### config.mk
export PLATFORM = sky130hd
export DESIGN_NAME = nand_bbscan
export DESIGN_NICKNAME = d
export VERILOG_FILES = /design/src/rtl/bbs_pkg.sv /design/src/rtl/bbs_remap_table.sv /design/src/rtl/bbs_spare_pick.sv /design/src/rtl/bbs_scan_ctrl.sv /design/src/rtl/nand_bbscan.sv
export SDC_FILE = /design/constraint.sdc
export NUM_CORES = 2
export LEC_CHECK = 0
export ABC_AREA = 1
export BUFFER_PORTS_ARGS = -buffer_cell sky130_fd_sc_hd__buf_4
export CAP_MARGIN = 20
export CELL_PAD_IN_SITES_DETAIL_PLACEMENT = 1
export CELL_PAD_IN_SITES_GLOBAL_PLACEMENT = 2
export CORE_ASPECT_RATIO = 1.5
export CORE_MARGIN = 4
export CORE_UTILIZATION = 29
export CTS_CLUSTER_SIZE = 20
export DETAILED_ROUTE_END_ITERATION = 16
export HOLD_SLACK_MARGIN = 0.05
export PLACE_DENSITY = 0.75
export SYNTH_ARGS = -nofsm -noshare
export SYNTH_HDL_FRONTEND = slang
export SYNTH_SLANG_ARGS = --single-unit
### constraint.sdc
create_clock -name clk -period 3.1 [get_ports clk]
set_input_delay 0.62 -clock clk [delete_from_list [all_inputs] [get_ports clk]]
set_output_delay 0.62 -clock clk [all_outputs]
set_load 0.03 [all_outputs]
### src/rtl/bbs_pkg.sv
package bbs_pkg;

   localparam logic [7:0] ERASED_BYTE = 8'hFF;

   typedef enum logic [2:0] {
      ST_IDLE,
      ST_REQ_MAIN,
      ST_WAIT_MAIN,
      ST_REQ_SPARE,
      ST_WAIT_SPARE,
      ST_JUDGE,
      ST_DONE
   } scan_state_e;

endpackage

### src/rtl/bbs_remap_table.sv
module bbs_remap_table #(
   parameter int BLK_W       = 10,
   parameter int PG_W        = 6,
   parameter int ENTRIES     = 20,
   parameter int POOL_BLOCKS = 24,
   parameter int SLOT_W      = 5
) (
   input  logic                       clk,
   input  logic                       rst_n,
   input  logic                       load,
   input  logic [ENTRIES-1:0]         pre_mask,
   input  logic [ENTRIES*BLK_W-1:0]   pre_log,
   input  logic [ENTRIES*BLK_W-1:0]   pre_phys,
   input  logic                       wr_en,
   input  logic [SLOT_W-1:0]          wr_slot,
   input  logic [BLK_W-1:0]           wr_log,
   input  logic [BLK_W-1:0]           wr_phys,
   output logic                       slot_ok,
   output logic [SLOT_W-1:0]          slot_idx,
   output logic [POOL_BLOCKS-1:0]     pool_used,
   input  logic [BLK_W+PG_W-1:0]      lk_addr,
   output logic [BLK_W+PG_W-1:0]      lk_phys,
   output logic                       lk_hit
);

   localparam int NUM_BLOCKS = 1 << BLK_W;
   localparam int POOL_BASE  = NUM_BLOCKS - POOL_BLOCKS;

   logic [ENTRIES-1:0] vld_q;
   logic [BLK_W-1:0]   log_q  [ENTRIES];
   logic [BLK_W-1:0]   phys_q [ENTRIES];
   logic [ENTRIES-1:0] match;

   always_ff @(posedge clk or negedge rst_n) begin
      if (!rst_n) begin
         vld_q <= '0;
         for (int e = 0; e < ENTRIES; e++) begin
            log_q[e]  <= '0;
            phys_q[e] <= '0;
         end
      end else if (load) begin
         vld_q <= pre_mask;
         for (int e = 0; e < ENTRIES; e++) begin
            log_q[e]  <= pre_log[e*BLK_W +: BLK_W];
            phys_q[e] <= pre_phys[e*BLK_W +: BLK_W];
         end
      end else if (wr_en) begin
         vld_q[wr_slot]  <= 1'b1;
         log_q[wr_slot]  <= wr_log;
         phys_q[wr_slot] <= wr_phys;
      end
   end

   // lowest free slot
   always_comb begin
      slot_ok  = 1'b0;
      slot_idx = '0;
      for (int e = ENTRIES - 1; e >= 0; e--) begin
         if (!vld_q[e]) begin
            slot_ok  = 1'b1;
            slot_idx = SLOT_W'(e);
         end
      end
   end

   // pool blocks already named by a valid entry
   always_comb begin
      pool_used = '0;
      for (int e = 0; e < ENTRIES; e++) begin
         for (int p = 0; p < POOL_BLOCKS; p++) begin
            if (vld_q[e] && phys_q[e] == BLK_W'(POOL_BASE + p)) pool_used[p] = 1'b1;
         end
      end
   end

   // parallel compare, one comparator per entry
   for (genvar e = 0; e < ENTRIES; e++) begin : g_cmp
      assign match[e] = vld_q[e] && (log_q[e] == lk_addr[BLK_W+PG_W-1:PG_W]);
   end

   logic [BLK_W-1:0] hit_blk;
   always_comb begin
      hit_blk = '0;
      for (int e = 0; e < ENTRIES; e++) begin
         if (match[e]) hit_blk = hit_blk | phys_q[e];
      end
   end

   assign lk_hit  = |match;
   assign lk_phys = lk_hit ? {hit_blk, lk_addr[PG_W-1:0]} : lk_addr;

endmodule

### src/rtl/bbs_spare_pick.sv
module bbs_spare_pick #(
   parameter int BLK_W       = 10,
   parameter int POOL_BLOCKS = 24,
   parameter bit DESCEND     = 1'b1
) (
   input  logic [POOL_BLOCKS-1:0] pool_bad,
   input  logic [POOL_BLOCKS-1:0] pool_used,
   output logic                   ok,
   output logic [BLK_W-1:0]       blk
);

   localparam int POOL_BASE = (1 << BLK_W) - POOL_BLOCKS;
   localparam int PI_W      = (POOL_BLOCKS > 1) ? $clog2(POOL_BLOCKS) : 1;

   logic [POOL_BLOCKS-1:0] avail;
   logic [PI_W-1:0]        sel;

   assign avail = ~(pool_bad | pool_used);

   if (DESCEND) begin : g_desc
      always_comb begin
         ok  = 1'b0;
         sel = '0;
         for (int i = 0; i < POOL_BLOCKS; i++) begin
            if (avail[i]) begin
               ok  = 1'b1;
               sel = PI_W'(i);
            end
         end
      end
   end else begin : g_asc
      always_comb begin
         ok  = 1'b0;
         sel = '0;
         for (int i = POOL_BLOCKS - 1; i >= 0; i--) begin
            if (avail[i]) begin
               ok  = 1'b1;
               sel = PI_W'(i);
            end
         end
      end
   end

   assign blk = BLK_W'(POOL_BASE) + BLK_W'(sel);

endmodule

### src/rtl/bbs_scan_ctrl.sv
module bbs_scan_ctrl
   import bbs_pkg::*;
#(
   parameter int BLK_W       = 10,
   parameter int PG_W        = 6,
   parameter int COL_W       = 12,
   parameter int SPARE_COL   = 2048,
   parameter int POOL_BLOCKS = 24,
   parameter int SLOT_W      = 5
) (
   input  logic                   clk,
   input  logic                   rst_n,
   input  logic                   start,
   output logic                   busy,
   output logic                   done,
   output logic                   err,
   output logic                   rd_req,
   output logic [BLK_W+PG_W-1:0]  rd_page,
   output logic [COL_W-1:0]       rd_col,
   input  logic                   rd_rvalid,
   input  logic [7:0]             rd_data,
   output logic                   tbl_load,
   output logic                   tbl_wr,
   output logic [SLOT_W-1:0]      tbl_slot,
   output logic [BLK_W-1:0]       tbl_log,
   output logic [BLK_W-1:0]       tbl_phys,
   input  logic                   slot_ok,
   input  logic [SLOT_W-1:0]      slot_idx,
   input  logic                   spare_ok,
   input  logic [BLK_W-1:0]       spare_blk,
   output logic [POOL_BLOCKS-1:0] pool_bad
);

   localparam int NUM_BLOCKS = 1 << BLK_W;
   localparam int POOL_BASE  = NUM_BLOCKS - POOL_BLOCKS;
   localparam int PI_W       = (POOL_BLOCKS > 1) ? $clog2(POOL_BLOCKS) : 1;

   scan_state_e      st_q, st_d;
   logic [BLK_W-1:0] blk_q;
   logic             main_bad_q, spare_bad_q, err_q;
   logic             accept, blk_bad, in_pool, need_spare, can_alloc;
   logic [BLK_W-1:0] pool_off;

   assign accept     = start && (st_q == ST_IDLE || st_q == ST_DONE);
   assign blk_bad    = main_bad_q | spare_bad_q;
   assign in_pool    = blk_q >= BLK_W'(POOL_BASE);
   assign pool_off   = blk_q - BLK_W'(POOL_BASE);
   assign need_spare = (st_q == ST_JUDGE) && blk_bad && !in_pool;
   assign can_alloc  = slot_ok && spare_ok;

   always_comb begin
      st_d = st_q;
      unique case (st_q)
         ST_IDLE, ST_DONE: if (start)     st_d = ST_REQ_MAIN;
         ST_REQ_MAIN:                     st_d = ST_WAIT_MAIN;
         ST_WAIT_MAIN:     if (rd_rvalid) st_d = ST_REQ_SPARE;
         ST_REQ_SPARE:                    st_d = ST_WAIT_SPARE;
         ST_WAIT_SPARE:    if (rd_rvalid) st_d = ST_JUDGE;
         ST_JUDGE:         st_d = (blk_q == '0) ? ST_DONE : ST_REQ_MAIN;
         default:                         st_d = ST_IDLE;
      endcase
   end

   always_ff @(posedge clk or negedge rst_n) begin
      if (!rst_n) begin
         st_q        <= ST_IDLE;
         blk_q       <= '0;
         main_bad_q  <= 1'b0;
         spare_bad_q <= 1'b0;
         err_q       <= 1'b0;
         pool_bad    <= '0;
      end else begin
         st_q <= st_d;
         if (accept) begin
            blk_q    <= '1;
            err_q    <= 1'b0;
            pool_bad <= '0;
         end
         if (st_q == ST_WAIT_MAIN && rd_rvalid)  main_bad_q  <= (rd_data != ERASED_BYTE);
         if (st_q == ST_WAIT_SPARE && rd_rvalid) spare_bad_q <= (rd_data != ERASED_BYTE);
         if (st_q == ST_JUDGE) begin
            if (blk_bad && in_pool) pool_bad[pool_off[PI_W-1:0]] <= 1'b1;
            if (need_spare && !can_alloc) err_q <= 1'b1;
            if (blk_q != '0) blk_q <= blk_q - 1'b1;
         end
      end
   end

   assign busy     = !(st_q == ST_IDLE || st_q == ST_DONE);
   assign done     = (st_q == ST_DONE);
   assign err      = err_q;
   assign rd_req   = (st_q == ST_REQ_MAIN) || (st_q == ST_REQ_SPARE);
   assign rd_page  = {blk_q, {PG_W{1'b0}}};
   assign rd_col   = (st_q == ST_REQ_SPARE || st_q == ST_WAIT_SPARE) ? COL_W'(SPARE_COL) : '0;
   assign tbl_load = accept;
   assign tbl_wr   = need_spare && can_alloc;
   assign tbl_slot = slot_idx;
   assign tbl_log  = blk_q;
   assign tbl_phys = spare_blk;

endmodule

### src/rtl/nand_bbscan.sv
module nand_bbscan #(
   parameter int BLK_W         = 10,
   parameter int PG_W          = 6,
   parameter int COL_W         = 12,
   parameter int SPARE_COL     = 2048,
   parameter int NUM_ENTRIES   = 20,
   parameter int POOL_BLOCKS   = 24,
   parameter bit ALLOC_DESCEND = 1'b1
) (
   input  logic                         clk,
   input  logic                         rst_n,
   input  logic                         start,
   output logic                         busy,
   output logic                         done,
   output logic                         err,
   output logic                         rd_req,
   output logic [BLK_W+PG_W-1:0]        rd_page,
   output logic [COL_W-1:0]             rd_col,
   input  logic                         rd_rvalid,
   input  logic [7:0]                   rd_data,
   input  logic [NUM_ENTRIES-1:0]       pre_mask,
   input  logic [NUM_ENTRIES*BLK_W-1:0] pre_log,
   input  logic [NUM_ENTRIES*BLK_W-1:0] pre_phys,
   input  logic [BLK_W+PG_W-1:0]        lk_addr,
   output logic [BLK_W+PG_W-1:0]        lk_phys,
   output logic                         lk_hit
);

   localparam int NUM_BLOCKS = 1 << BLK_W;
   localparam int SLOT_W     = $clog2(NUM_ENTRIES);

   if (POOL_BLOCKS < 1 || POOL_BLOCKS >= NUM_BLOCKS) begin : g_chk_pool
      $error("POOL_BLOCKS must lie between 1 and the block count minus one");
   end
   if (NUM_ENTRIES < 2) begin : g_chk_entries
      $error("NUM_ENTRIES must be at least 2");
   end
   if (SPARE_COL < 1 || SPARE_COL >= (1 << COL_W)) begin : g_chk_col
      $error("SPARE_COL must fit the column field and be nonzero");
   end

   logic                   tbl_load, tbl_wr, slot_ok, spare_ok;
   logic [SLOT_W-1:0]      tbl_slot, slot_idx;
   logic [BLK_W-1:0]       tbl_log, tbl_phys, spare_blk;
   logic [POOL_BLOCKS-1:0] pool_bad, pool_used;

   bbs_scan_ctrl #(
      .BLK_W(BLK_W), .PG_W(PG_W), .COL_W(COL_W), .SPARE_COL(SPARE_COL),
      .POOL_BLOCKS(POOL_BLOCKS), .SLOT_W(SLOT_W)
   ) u_ctrl (
      .clk(clk), .rst_n(rst_n), .start(start),
      .busy(busy), .done(done), .err(err),
      .rd_req(rd_req), .rd_page(rd_page), .rd_col(rd_col),
      .rd_rvalid(rd_rvalid), .rd_data(rd_data),
      .tbl_load(tbl_load), .tbl_wr(tbl_wr), .tbl_slot(tbl_slot),
      .tbl_log(tbl_log), .tbl_phys(tbl_phys),
      .slot_ok(slot_ok), .slot_idx(slot_idx),
      .spare_ok(spare_ok), .spare_blk(spare_blk),
      .pool_bad(pool_bad)
   );

   bbs_spare_pick #(
      .BLK_W(BLK_W), .POOL_BLOCKS(POOL_BLOCKS), .DESCEND(ALLOC_DESCEND)
   ) u_pick (
      .pool_bad(pool_bad), .pool_used(pool_used),
      .ok(spare_ok), .blk(spare_blk)
   );

   bbs_remap_table #(
      .BLK_W(BLK_W), .PG_W(PG_W), .ENTRIES(NUM_ENTRIES),
      .POOL_BLOCKS(POOL_BLOCKS), .SLOT_W(SLOT_W)
   ) u_tbl (
      .clk(clk), .rst_n(rst_n), .load(tbl_load),
      .pre_mask(pre_mask), .pre_log(pre_log), .pre_phys(pre_phys),
      .wr_en(tbl_wr), .wr_slot(tbl_slot), .wr_log(tbl_log), .wr_phys(tbl_phys),
      .slot_ok(slot_ok), .slot_idx(slot_idx), .pool_used(pool_used),
      .lk_addr(lk_addr), .lk_phys(lk_phys), .lk_hit(lk_hit)
   );

endmodule

# ---- After elaboration in Yosys (flattened, before gate mapping)
# Cells that the tools add are included.
dict set report classes {
  addsub 3
  magnitude_cmp 7
  eq_ne 510
  n_mux 617
  n_bitwise 25
  reduce_logical 525
}
# cell n
set ops {}
lappend ops {{$eq 10x10->1 const B} 480}
lappend ops {{$mux 200} 4}
lappend ops {{$mux 1} 530}
lappend ops {{$logic_and 1x1->1} 512}
lappend ops {{$bwmux 200} 2}
lappend ops {{$mux 10} 24}
lappend ops {{$eq 10x10->1} 20}
lappend ops {{$or 10x10->10} 19}
lappend ops {{$mux 5} 28}
lappend ops {{$mux 24} 3}
lappend ops {{$demux 10 s5} 1}
lappend ops {{$or 24x24->24} 2}
lappend ops {{$mux 20} 2}
lappend ops {{$mux 4} 8}
lappend ops {{$mux 3} 8}
lappend ops {{$not 24->24} 1}
lappend ops {{$or 20x20->20} 1}
lappend ops {{$reduce_or 20->1} 1}
lappend ops {{$pmux 3 s6} 1}
lappend ops {{$mux 16} 1}
lappend ops {{$lt 5x6->1 const B} 2}
lappend ops {{$mux 12} 1}
lappend ops {{$demux 1 s5} 2}
lappend ops {{$ge 10x10->1 const B} 1}
lappend ops {{22 further kinds} 33}
dict set report totals {
  reg_bits 460
  output_inout_bits 49
  elab_cells 1734
}

# ---- Logic depth before layout (Yosys ltp)
dict set report logic_depth {
  word_depth 53
  ltp_mapped 35
  mapped_depth_nobuf 33
}

# ---- Cells and area by module
# Synthesis repeated with hierarchy kept, for this count alone.
dict set report hier_totals {
  cells_unflattened 4245
  hier_area_um2 30595.6
}
# mod instances cells_per_inst area_per_inst_um2
set by_module_without_submodules {}
lappend by_module_without_submodules {bbs_remap_table 1 3783 27627.7}
lappend by_module_without_submodules {bbs_scan_ctrl 1 354 2466.1}
lappend by_module_without_submodules {bbs_spare_pick 1 108 501.7}

# ---- Worst setup path after synthesis
# No wires, ideal clock.
dict set report synth_timing {
  kind {in2out}
  start {input lk_addr[10]}
  end {output lk_phys[11]}
  t_arrival_ns 3.221
  setup_slack_ns -0.741
  path_stages 12
  n_path_buf 3
  cell_sequence {buf_2 -> clkinv_1 -> clkbuf_1 -> o22ai_1 -> nor4b_1 -> nand2_1 -> inv_1 -> nor4_1 -> nand2_1 -> or4_1 -> buf_2 -> a31oi_1}
}
dict set report synth_between {
  word_cells_on_any_way 81
  classes_between {eq/ne (20); mux (21); bitwise (19); reduce/logical (21)}
}
# item line
set synth_rtl {}
lappend synth_rtl {{start: declaration} nand_bbscan.sv:24} ;# input logic [BLK_W+PG_W-1:0] lk_addr,
lappend synth_rtl {{$eq 10x10->1} bbs_remap_table.sv:78} ;# assign match[e] = vld_q[e] && (log_q[e] == lk_addr[BLK_W+PG_W-1:PG_W]);
lappend synth_rtl {{$logic_and 1x1->1} bbs_remap_table.sv:78}
lappend synth_rtl {{$reduce_or 20->1 (*)} bbs_remap_table.sv:89} ;# assign lk_hit = |match;
lappend synth_rtl {{net lk_hit} nand_bbscan.sv:26} ;# output logic lk_hit
lappend synth_rtl {{$mux 16 (*)} bbs_remap_table.sv:90} ;# assign lk_phys = lk_hit ? {hit_blk, lk_addr[PG_W-1:0]} : lk_addr;
lappend synth_rtl {{end: declaration} nand_bbscan.sv:25} ;# output logic [BLK_W+PG_W-1:0] lk_phys,
# The timed path passes the listed nets; every way through them passes the cells marked *.

# ---- Worst setup path in the final report
dict set report layout_timing {
  start {register u_tbl.phys_q[174] (netlist bit)}
  end {register u_tbl.log_q[124] (netlist bit)}
}
dict set report layout_between {
  elab_chain_cells 49
  word_cells_on_any_way 509
  classes_between {eq/ne (24); mux (456); bitwise (2); reduce/logical (27)}
}
# item line
set layout_rtl {}
lappend layout_rtl {{start: declaration} bbs_remap_table.sv:31} ;# logic [BLK_W-1:0] phys_q [ENTRIES];
lappend layout_rtl {{start signal: indexed assignment} bbs_remap_table.sv:45} ;# phys_q[e] <= pre_phys[e*BLK_W +: BLK_W];
lappend layout_rtl {{start signal: indexed assignment} bbs_remap_table.sv:50} ;# phys_q[wr_slot] <= wr_phys;
lappend layout_rtl {{$eq 10x10->1} bbs_remap_table.sv:71} ;# if (vld_q[e] && phys_q[e] == BLK_W'(POOL_BASE + p)) pool_used[p] = 1'b1;
lappend layout_rtl {{$logic_and 1x1->1} bbs_remap_table.sv:71}
lappend layout_rtl {{$mux 1 (18 in a row)} bbs_remap_table.sv:71}
lappend layout_rtl {{$or 24x24->24 (*)} bbs_spare_pick.sv:18} ;# assign avail = ~(pool_bad | pool_used);
lappend layout_rtl {{$not 24->24 (*)} bbs_spare_pick.sv:18}
lappend layout_rtl {{$mux 1 (23 in a row)} bbs_spare_pick.sv:25} ;# if (avail[i]) begin
lappend layout_rtl {{$mux 1 (*)} bbs_spare_pick.sv:25}
lappend layout_rtl {{$logic_and 1x1->1 (*)} bbs_scan_ctrl.sv:49} ;# assign can_alloc = slot_ok && spare_ok;
lappend layout_rtl {{$logic_and 1x1->1 (*)} bbs_scan_ctrl.sv:96} ;# assign tbl_wr = need_spare && can_alloc;
lappend layout_rtl {{$reduce_bool 2->1 (no line) (*)} --}
lappend layout_rtl {{end signal: indexed assignment} bbs_remap_table.sv:44} ;# log_q[e] <= pre_log[e*BLK_W +: BLK_W];
lappend layout_rtl {{end signal: indexed assignment} bbs_remap_table.sv:49} ;# log_q[wr_slot] <= wr_log;
lappend layout_rtl {{end: declaration} bbs_remap_table.sv:30} ;# logic [BLK_W-1:0] log_q [ENTRIES];
# Every way passes the cells marked *; elsewhere a longest branch is shown, timed or not.
# A chain may end at the register's enable or synchronous reset.

==> results.rst <==
.. list-table::
   :header-rows: 1

   * - Metric
     - Value
   * - Status
     - finished with violations
   * - Failing checks
     - negative setup slack
   * - Tcrit/Tclk final
     - 133%
   * - CTS clock-pin slew for the worst setup and hold paths
     - ~0.07 ns
   * - Transition time of the tightest slew-check pin
     - approximately 1.1 ns
   * - Level count of the clock H-tree
     - 2
   * - Starting density of the core
     - between 20 and 30%
   * - Synth top area cells
     - dfrtp_1 37%, nand2_1 12%, nor2_1 5.9%, inv_1 5.4%, nand3_1 5.3%
   * - Layout net count
     - roughly 6700
   * - Distinct cells, synth
     - between 70 and 80
   * - Number of enable-type register cells in the synthesized netlist
     - 0
   * - Wirelength per Cell
     - between 30 and 40 µm
   * - Number of placed I/O pins
     - around 500
   * - HPWL after DPL
     - 218000 µm
   * - Required time at the endpoint of the critical path
     - 3.62 ns
   * - First-pass GRT wire length
     - roughly 350000 µm
   * - Post-synthesis instance total
     - 4430
   * - Clock Skews
     - 0.0443 ns
   * - Count of final hold-check violations
     - 0
   * - First DRT Iteration DRCs
     - about 4100
   * - Routability congestion estimate
     - about 1.2
   * - Total Routed Length
     - 265000 µm
   * - Final Critical Period
     - between 4 and 5 ns
   * - Count of vias placed by the detailed router
     - 44100
   * - CP Capture Type
     - register
   * - Maximum number of pins on one net before global-route repair
     - between 100 and 150
   * - DIE HEIGHT
     - 412 µm
   * - Standard-cell rows
     - 147
   * - Antenna Nets Post-Route
     - 0
   * - Horizontal extent of the die
     - ~280 µm
   * - Initial antenna violation count
     - 9
   * - Core area
     - ~0.11 mm²
   * - Number of clock sinks seen by CTS
     - 460
   * - Count of port buffers added during placement
     - 467
   * - Largest area contributor in the netlist
     - dfrtp_1
   * - Floorplan die area
     - approximately 0.11 mm²
   * - Synthesized area per cell
     - about 7.1 µm²
   * - Post-synthesis sequential area ratio
     - between 30% and 40%
   * - Maximum fanout count along the critical path
     - 6
   * - Flip-flop and latch count after synthesis
     - between 400 and 500
   * - Headroom to the max-slew limit
     - ~29%
   * - Arrival time at the worst endpoint
     - roughly 4.7 ns
   * - Global-route congestion overflow total
     - 0
   * - TritonCTS clock tree
     - built
   * - Crit Path Category
     - register to register
   * - Drt via density
     - approximately 5.7
   * - IR drop worst, VDD
     - ~520 µV
   * - Worst-case setup slack after placement
     - -1.25 ns
   * - Count of synthesis-stage warnings from yosys
     - 0
   * - Power Total
     - ~50 mW
   * - Final setup viols
     - 432
   * - Proportion of layout cells with a drive suffix above 1
     - 43.1%
   * - Minimum setup slack in the final design
     - -1.03 ns
   * - Final number of max-transition violations
     - 0
   * - Root buffer cell
     - clkbuf_16
   * - DRC violations left
     - 0
   * - Power density cells
     - roughly 900 mW/mm²
   * - Most frequently used flop master after synthesis
     - dfrtp_1
   * - TritonCTS Buffers
     - 51
   * - Fill cell count
     - about 13000
   * - Leakage Power
     - ~25 nW
   * - Path class of the lowest-slack min-delay path
     - primary input to register
   * - Max-cap violations
     - 0
   * - Worst-case register-to-register setup slack
     - -1.03 ns
   * - Post-synthesis instance area
     - roughly 0.031 mm²
   * - Clk buf depth
     - 3
   * - Worst skew pair latency
     - roughly 0.65 ns
   * - Yosys top cell area share
     - between 30% and 40%
   * - Crit path launch type
     - register
   * - Layout overhead on the synthesized area
     - 70.7%
   * - First-pass iteration count of the detailed router
     - 7
   * - Via count of the first global-routing pass
     - about 46000
   * - Fraction of registers with async set or reset after synthesis
     - 100%
   * - Maximum clock rate
     - roughly 240 MHz
   * - Unrepaired setup endpoints after global routing
     - yes
   * - Global-route usage over all layers
     - between 40% and 50%
per-layer routing:
layer  part of all wire (%)  GRT usage [%]
met5                  0.015              0
met1                     34           46.3
met4                     13           44.4
met2                     46           73.0
met3                    6.4           8.23
final timing paths:
| check | start | endpoint | depth (start not counted) |
|---|---|---|---|
| min reg2reg | u_tbl.log_q[123]$_DFFE_PN0P_ | u_tbl.log_q[123]$_DFFE_PN0P_ | 2 |
| min in group asynchronous | rst_n | u_tbl.log_q[180]$_DFFE_PN0P_ | 2 |
| max | u_tbl.phys_q[174]$_DFFE_PN0P_ | u_tbl.log_q[124]$_DFFE_PN0P_ | 24 |
| max in group asynchronous | rst_n | u_ctrl.pool_bad[6]$_DFF_PN0_ | 3 |
| max reg2reg | u_tbl.phys_q[174]$_DFFE_PN0P_ | u_tbl.log_q[124]$_DFFE_PN0P_ | 24 |
| min | pre_log[46] | u_tbl.log_q[156]$_DFFE_PN0P_ | 3 |
cell usage after synthesis, drive strengths merged (9+ instances only):
master,count
nand2,978
nor2,525
inv,495
dfrtp,460
nand3,344
o21ai,262
a21oi,188
o22ai,142
a31oi,136
buf,132
a22oi,107
clkbuf,88
nor3,85
nand4,65
nor4,60
o31ai,56
xor2,52
a221oi,44
o211ai,39
a211oi,28
a2111oi,16
xnor2,13
o221ai,11
or2,10
a311oi,9
o2111ai,9
o32ai,9
cells in the final DEF (no fill, tap or decap), types with 64 or more instances in the layout:
cell and count:
o21ai_0 165, buf_6 82, buf_12 124, nand2_1 887, clkbuf_16 64, nor2_2 71
nand2_2 68, nand4_1 64, o22ai_1 120, a22oi_1 84, buf_4 1721, a21oi_1 136
nor2_1 399, inv_1 417, o21ai_1 74, dfrtp_1 452, nand3_1 266, a31oi_1 113
power breakdown:
| group | switching [mW] | internal (mW) | leakage [nW] |
|---|---|---|---|
| clock network | 2.92 | 3.61 | 0.846 |
| logic | 18.7 | 13.1 | 18.6 |
| registers | 2.65 | 8.79 | 5.61 |
| total | 24.3 | 25.5 | 25.0 |
sequential cells by signal (all words and copies together) (netlist names):
| signal | cells |
|---|---|
| u_ctrl.err | 1 |
| u_ctrl.main_bad_q | 1 |
| u_ctrl.pool_bad | 24 |
| u_ctrl.spare_bad_q | 1 |
| u_ctrl.st_q | 3 |
| u_ctrl.tbl_log | 10 |
| u_tbl.log_q | 200 |
| u_tbl.phys_q | 200 |
| u_tbl.vld_q | 20 |
metrics by stage:
stage               instance area [µm²]  TNS (ns)  std cells  utilization (%)  hold WS (ns)
CTS                               51400   -206.61       7619             47.9         0.164
global route                      53700   -370.41       7693             50.0         0.206
floorplan                         31900    -0.960       4446                -         0.324
detailed placement                47700   -472.23       7483             44.4         0.482
finish                            53700   -350.77       7703             50.0         0.195
global placement                  47700   -487.00       7483             44.4         0.467
critical path, stage by stage, from the launching register on:
cell and delay [ns]:
dfrtp_1 0.41, inv_2 0.07, buf_4 0.11, nand2_1 0.08, nor2_4 0.25, nand3_2 0.11
nand4_1 0.49, nor2_4 0.15, nand2_2 0.13, buf_4 0.11, nand2_2 0.04, a311oi_2 0.24
buf_4 0.19, nand2_4 0.06, nor2_4 0.12, nand2_4 0.09, nand2_4 0.08, nor2_4 0.05
buf_12 0.16, buf_12 0.15, a21oi_4 0.31, clkinv_4 0.21, buf_12 0.20, nand3_2 0.07
o211ai_2 0.08
cell type report:
class	count	area, µm²	area share (%)
Tap cell	1415	1770	3.30
Multi-Input combinational cell	3265	19800	36.8
Clock buffer	69	1440	2.69
Inverter	503	1990	3.71
Clock inverter	24	258	0.480
Antenna cell	10	25.0	0.0466
Timing Repair Buffer	1957	16900	31.5
Sequential cell	460	11500	21.4
what timing repair did:
| item | CTS | global route |
|---|---|---|
| buffers inserted | 52 | 65 |
| setup endpoints to repair | 432 | 432 |
| hold buffers | 1 | 0 |
| pin swaps | 77 | 77 |
| gates resized for setup | 417 | 358 |
| cloned | 4 | 14 |
| hold endpoints to repair | 49 | 0 |
cells by family after synthesis:
logic type	synth area share, %
AOI/OAI and AO/OA	23.0
other	0.0119
and+or+nand+nor	28.6
adders and majority gates	0.199
xor gates and xnor gates	1.81
DFF	36.6
buffers and inverters	9.87
(Power assumes the default switching activity.)
